[config.mk]
export PLATFORM = sky130hd
export DESIGN_NAME = irq_aggr
export DESIGN_NICKNAME = d
export VERILOG_FILES = /design/src/rtl/irq_aggr_pkg.sv /design/src/rtl/irq_aggr_decode.sv /design/src/rtl/irq_aggr_status.sv /design/src/rtl/irq_aggr_enable.sv /design/src/rtl/irq_aggr_out.sv /design/src/rtl/irq_aggr.sv
export SDC_FILE = /design/constraint.sdc
export NUM_CORES = 1
export LEC_CHECK = 0
export BUFFER_PORTS_ARGS = -buffer_cell sky130_fd_sc_hd__buf_2
export CAP_MARGIN = 20
export CORE_ASPECT_RATIO = 2
export CORE_UTILIZATION = 40
export CTS_CLUSTER_DIAMETER = 50
export DETAILED_ROUTE_END_ITERATION = 10
export GPL_TIMING_DRIVEN = 0
export PLACE_DENSITY = 0.64
export SYNTH_ARGS = -nofsm -noshare
export SYNTH_HDL_FRONTEND = slang
export SYNTH_SLANG_ARGS = --single-unit
export TNS_END_PERCENT = 10
[constraint.sdc]
create_clock -name clk -period 4.66 [get_ports clk]
set_clock_uncertainty 0.2 [all_clocks]
set_input_delay 0.233 -clock clk [delete_from_list [all_inputs] [get_ports clk]]
set_output_delay 0.233 -clock clk [all_outputs]
set_load 0.01 [all_outputs]
[src/rtl/irq_aggr_pkg.sv]
package irq_aggr_pkg;

  // Kind of bus access, decided from offset and direction
  typedef enum logic [2:0] {
    ACC_IDLE      = 3'd0,
    ACC_STATUS_RD = 3'd1,
    ACC_MASK_WR   = 3'd2,
    ACC_UNMASK_WR = 3'd3,
    ACC_WRONG_DIR = 3'd4,
    ACC_UNUSED    = 3'd5
  } acc_kind_e;

  // Byte offsets of the register window
  localparam int unsigned OFF_STATUS = 0;
  localparam int unsigned OFF_MASK   = 4;
  localparam int unsigned OFF_UNMASK = 8;

endpackage

[src/rtl/irq_aggr_decode.sv]
module irq_aggr_decode
  import irq_aggr_pkg::*;
#(
  parameter int ADDR_W = 4
) (
  input  logic              valid_i,
  input  logic              write_i,
  input  logic [ADDR_W-1:0] addr_i,
  output acc_kind_e         kind_o
);

  localparam logic [ADDR_W-1:0] A_STATUS = ADDR_W'(OFF_STATUS);
  localparam logic [ADDR_W-1:0] A_MASK   = ADDR_W'(OFF_MASK);
  localparam logic [ADDR_W-1:0] A_UNMASK = ADDR_W'(OFF_UNMASK);

  logic hit_status;
  logic hit_mask;
  logic hit_unmask;

  assign hit_status = (addr_i == A_STATUS);
  assign hit_mask   = (addr_i == A_MASK);
  assign hit_unmask = (addr_i == A_UNMASK);

  always_comb begin
    kind_o = ACC_IDLE;
    if (valid_i) begin
      if (hit_status) begin
        kind_o = write_i ? ACC_WRONG_DIR : ACC_STATUS_RD;
      end else if (hit_mask) begin
        kind_o = write_i ? ACC_MASK_WR : ACC_WRONG_DIR;
      end else if (hit_unmask) begin
        kind_o = write_i ? ACC_UNMASK_WR : ACC_WRONG_DIR;
      end else begin
        kind_o = ACC_UNUSED;
      end
    end
  end

endmodule

[src/rtl/irq_aggr_status.sv]
module irq_aggr_status #(
  parameter int N_LINES = 32
) (
  input  logic               clk,
  input  logic               rst,
  input  logic [N_LINES-1:0] lines_i,
  output logic [N_LINES-1:0] status_o
);

  // One flop per line; the word follows the input levels
  always_ff @(posedge clk) begin
    if (rst) begin
      status_o <= '0;
    end else begin
      status_o <= lines_i;
    end
  end

  assert_status_follows_R1: assert property (@(posedge clk) disable iff (rst)
    !$past(rst) |-> status_o == $past(lines_i));

endmodule

[src/rtl/irq_aggr_enable.sv]
module irq_aggr_enable #(
  parameter int N_LINES = 32,
  parameter int IDX_W   = 5
) (
  input  logic               clk,
  input  logic               rst,
  input  logic               clr_i,
  input  logic               set_i,
  input  logic [IDX_W-1:0]   idx_i,
  output logic [N_LINES-1:0] en_o
);

  for (genvar g = 0; g < N_LINES; g++) begin : g_bit
    logic sel;
    assign sel = (idx_i == IDX_W'(g));
    always_ff @(posedge clk) begin
      if (rst) begin
        en_o[g] <= 1'b1;
      end else if (clr_i && sel) begin
        en_o[g] <= 1'b0;
      end else if (set_i && sel) begin
        en_o[g] <= 1'b1;
      end
    end
  end

  assert_mask_clears_R3: assert property (@(posedge clk) disable iff (rst)
    clr_i |=> !en_o[$past(idx_i)]);

  assert_unmask_sets_R4: assert property (@(posedge clk) disable iff (rst)
    set_i |=> en_o[$past(idx_i)]);

  assert_quiet_keeps_R7: assert property (@(posedge clk) disable iff (rst)
    (!clr_i && !set_i) |=> $stable(en_o));

endmodule

[src/rtl/irq_aggr_out.sv]
module irq_aggr_out #(
  parameter int N_LINES = 32
) (
  input  logic               clk,
  input  logic               rst,
  input  logic [N_LINES-1:0] status_i,
  input  logic [N_LINES-1:0] en_i,
  output logic               irq_o
);

  logic [N_LINES-1:0] live;
  assign live = status_i & en_i;

  always_ff @(posedge clk) begin
    if (rst) begin
      irq_o <= 1'b0;
    end else begin
      irq_o <= |live;
    end
  end

  assert_irq_rise_R2: assert property (@(posedge clk) disable iff (rst)
    $rose(irq_o) |-> $past(|status_i));

  assert_irq_fall_R2: assert property (@(posedge clk) disable iff (rst)
    $fell(irq_o) |-> $past(status_i != '1 || en_i != '1));

endmodule

[src/rtl/irq_aggr.sv]
module irq_aggr
  import irq_aggr_pkg::*;
#(
  parameter int N_LINES = 32,
  parameter int DATA_W  = 32,
  parameter int ADDR_W  = 4
) (
  input  logic               clk,
  input  logic               rst,
  input  logic [N_LINES-1:0] irq_lines_i,
  input  logic               bus_valid_i,
  input  logic               bus_write_i,
  input  logic [ADDR_W-1:0]  bus_addr_i,
  input  logic [DATA_W-1:0]  bus_wdata_i,
  output logic [DATA_W-1:0]  bus_rdata_o,
  output logic               err_illegal_o,
  output logic               err_unimpl_o,
  output logic               irq_o
);

  localparam int IDX_W = (N_LINES > 1) ? $clog2(N_LINES) : 1;

  acc_kind_e          kind;
  logic [N_LINES-1:0] status_q;
  logic [N_LINES-1:0] en_q;
  logic [IDX_W-1:0]   line_idx;
  logic               unused_wdata_hi;

  assign line_idx        = bus_wdata_i[IDX_W-1:0];
  assign unused_wdata_hi = ^bus_wdata_i[DATA_W-1:IDX_W];

  irq_aggr_decode #(.ADDR_W(ADDR_W)) u_decode (
    .valid_i (bus_valid_i),
    .write_i (bus_write_i),
    .addr_i  (bus_addr_i),
    .kind_o  (kind)
  );

  irq_aggr_status #(.N_LINES(N_LINES)) u_status (
    .clk      (clk),
    .rst      (rst),
    .lines_i  (irq_lines_i),
    .status_o (status_q)
  );

  irq_aggr_enable #(.N_LINES(N_LINES), .IDX_W(IDX_W)) u_enable (
    .clk   (clk),
    .rst   (rst),
    .clr_i (kind == ACC_MASK_WR),
    .set_i (kind == ACC_UNMASK_WR),
    .idx_i (line_idx),
    .en_o  (en_q)
  );

  irq_aggr_out #(.N_LINES(N_LINES)) u_out (
    .clk      (clk),
    .rst      (rst),
    .status_i (status_q),
    .en_i     (en_q),
    .irq_o    (irq_o)
  );

  // Read data and error pulses, registered at the access edge
  always_ff @(posedge clk) begin
    if (rst) begin
      bus_rdata_o   <= '0;
      err_illegal_o <= 1'b0;
      err_unimpl_o  <= 1'b0;
    end else begin
      err_illegal_o <= (kind == ACC_WRONG_DIR);
      err_unimpl_o  <= (kind == ACC_UNUSED);
      if (bus_valid_i && !bus_write_i) begin
        bus_rdata_o <= (kind == ACC_STATUS_RD) ? DATA_W'(status_q) : '0;
      end
    end
  end

  assert_one_error_R9: assert property (@(posedge clk) disable iff (rst)
    $onehot0({err_illegal_o, err_unimpl_o}));

  assert_bad_read_zero_R8: assert property (@(posedge clk) disable iff (rst)
    (bus_valid_i && !bus_write_i && bus_addr_i != '0) |=> bus_rdata_o == '0);

  assert_err_follows_access_R7: assert property (@(posedge clk) disable iff (rst)
    !bus_valid_i |=> !err_illegal_o && !err_unimpl_o);

endmodule

==> run_results.csv <==
group,metric,value,unit
clocking,cts_tree,"done",
cells_and_area,final_cell_mix,"dfxtp_1, buf_2, nand4_1",
sta,hold_slack,0.02167,ns
cells_and_area,final_common_cell,"dfxtp_1",
sta,fin_ws,2.553,ns
global_routing,grt_max_degree,16,
worst_setup_path,path_cells,"dlygate4sd3_1 -> buf_2 -> nand4bb_1 -> nor3_2 -> buf_4 -> a221o_1",
synth,synth_seq_cells,99,
sta,finalHoldViolations,0,
global_routing,antenna_found_initial,0,
synth,synthXorXnorAreaFrac,0.004786,
sta,grt_setup_unrepaired,"false",
cells_and_area,drive_above_1_share,0.2562,
synth,syn-cell-area,0.003660,sq mm
clocking,cts-resized-gates,0,
detailed_routing,wl_per_cell,18.46,microns
floorplan,core,0.008951,sq mm
clocking,postCtsSetupRepairBufs,0,
pwr,peakVddDrop,0.2195,mV
cells_and_area,num-fill-cells,785,
cells_and_area,final_cell_area,0.004837,sq mm
detailed_routing,drt_pass1_iterations,7,
sta,setup_viol,0,
synth,synth_simple_gate_area_frac,0.2024,
synth,synth_cell_types,33,
placed_design,place_area,0.004178,sq mm
sta,finalSetupTns,0,ns
detailed_routing,top_layer_used,"met4",
synth,yosys.area.top_type,"dfxtp_1",
detailed_routing,ant_nets,0,
synth,netlist_top_cells_area,"dfxtp_1, a221o_1, a22o_1",
detailed_routing,vias,3133,
clocking,root_buffer,"clkbuf_16",
worst_setup_path,critPathRequiredTime,4.74,ns
sta,period_minus_slack,2.107,ns
placed_design,dp_slack,2.697,ns
synth,synth-edff-count,0,
sta,worst_pin_slew,0.7736,ns
synth,yosysSeqAreaShare,0.5415,
clocking,clockBufferDepth,2,
detailed_routing,totalWireLength,10.10,mm
synth,ys_warn_count,0,
worst_setup_path,worstPathArrival,2.19,ns
cells_and_area,nets,512,
synth,synth_compound_area_frac,0.2082,
status,status,"finished clean",
cells_and_area,antenna_cells,0,
floorplan,dieArea,0.009559,sq mm
synth,syn_avg_cell_area,11.51,sq um
detailed_routing,vias_per_cell,5.728,
hold_path,min_path_cells,3,
pwr,p_per_area,372.9,mW/mm^2
clocking,clock_latency,0.34,ns
floorplan,num_rows,49,
sta,max_freq,0.4745,GHz
global_routing,grt_pass1_wl,15.75,mm
floorplan,die_h,137.3,microns
synth,ys_async_sr_fraction,0,
detailed_routing,wl_met2,5.592,mm
floorplan,die_x,69.64,microns
clocking,clock-sinks,99,
clocking,cts_buffers,9,
worst_setup_path,critPathCaptureType,"register",
placed_design,place.gp.congestion,0.8916,
synth,synthMuxAreaShare,0,
placed_design,port_buffers,78,
synth,synthFlopType,"dfxtp_1",
worst_setup_path,worstSetupPathType,"primary input to register",
global_routing,grt_pass1_vias,2976,
worst_setup_path,crit_slowest_cell,"nor3_2",
clocking,htree_levels,3,
sta,maxSlewViolCount,0,
worst_setup_path,cpPeakStageDelay,0.62,ns
floorplan,initial_core_util,0.4089,
detailed_routing,drtIter0Drc,190,
synth,synthCells,318,
sta,post-route-period-util,0.4522,
floorplan,design.portCount,107,
worst_setup_path,cp_max_fo,10,
placed_design,post-dp-hpwl,7.657,mm
pwr,p_leak,1.954,nW
job,maxCapViolations,0,
detailed_routing,met3_length,331,microns
sta,relSlewSlack,0.4770,
detailed_routing,routedLengthMet1,3.804,mm
global_routing,overflow,0,
worst_setup_path,worst_setup_path_start_kind,"primary input",
hold_path,hp-class,"primary input to register",
worst_setup_path,ff2ff_path_depth,3,
clocking,cts.reportedPaths.clkPinSlew,0.06,ns
synth,synth_top_family_by_area,"compound AO/OA/AOI/OAI gates",
global_routing,grt_usage,0.2167,
synth,synthDominantCellAreaShare,0.5415,
synth,syn_nets,390,
synth,synthAdderAreaFrac,0,
cells_and_area,syn2layout_area_growth,32.17,%
detailed_routing,drc,0,
cell type report:
class	instances	area, sq um	area share
clock buffer	12	256.5	0.05303
clock inverter	4	72.57	0.01500
multi-input combinational	186	1520	0.3143
tap	102	127.6	0.02638
buffer	29	142.6	0.02949
sequential	99	1982	0.4097
inverter	4	15.01	0.003104
timing repair buffer	111	720.7	0.1490
metrics by stage:
stage	total power, mW	utilization	std cells
2_1_floorplan	0.9495	-	318
3_3_place_gp	0.9995	0.4667	498
3_5_place_dp	1.001	0.4667	498
4_1_cts	1.814	0.5404	547
5_1_grt	1.864	0.5404	547
6_report	1.804	0.5404	547
report_power, final:
part           switching (mW)  internal [mW]  total (mW)
sequential             0.0118          0.863       0.875
clock                   0.301          0.499       0.800
combinational          0.0689         0.0602       0.129
cell families after synthesis:
group,after synthesis
AO/OA/AOI/OAI,86
XOR/XNOR,2
buffers and inverters,33
flip-flops,99
AND/OR/NAND/NOR,98
cell usage after synthesis, types with 2 or more instances:
library cell,count
a21oi_1,3
a221o_1,31
a22o_1,32
a22oi_1,16
and4b_1,4
and4bb_1,4
and4bb_2,3
buf_2,6
buf_6,3
clkbuf_1,19
dfxtp_1,99
inv_1,4
nand2_1,2
nand4_1,35
nand4bb_1,2
nor2_1,2
nor2b_1,33
nor3_2,2
nor4b_2,3
o41a_1,2
state kept, by name, summed over array words and instances (netlist names):
register           flops
err_unimpl_o           1
bus_rdata_o           32
u_enable.en_o         32
err_illegal_o          1
u_out.irq_o            1
u_status.status_o     32
worst max-delay path, delay by kind of cell:
| family | cells | cell delay (ns) |
|---|---|---|
| AND/OR/NAND/NOR | 2 | 0.84 |
| AO/OA/AOI/OAI | 1 | 0.16 |
| buffers and inverters | 3 | 0.95 |
what timing repair did:
item	in CTS	in global routing
hold buffers	33	0
hold endpoints to repair	33	0
setup endpoints to repair	0	0
worst paths after layout:
kind	endpoint	slack (ns)	from
worst min-delay path	err_unimpl_o	0.02	bus_addr_i[3]
worst max-delay path	u_enable.en_o[31]	2.55	bus_valid_i
worst min register to register	bus_rdata_o[13]	0.27	bus_rdata_o[13]
worst max register to register	u_out.irq_o	3.16	u_enable.en_o[26]
layer usage:
metal	vias to the layer above	track usage
met4	0	0.1222
met1	1520	0.2298
met5	-	0.005556
met2	88	0.3986
li1	1502	-
met3	23	0.03950
(Power assumes the default switching activity.)
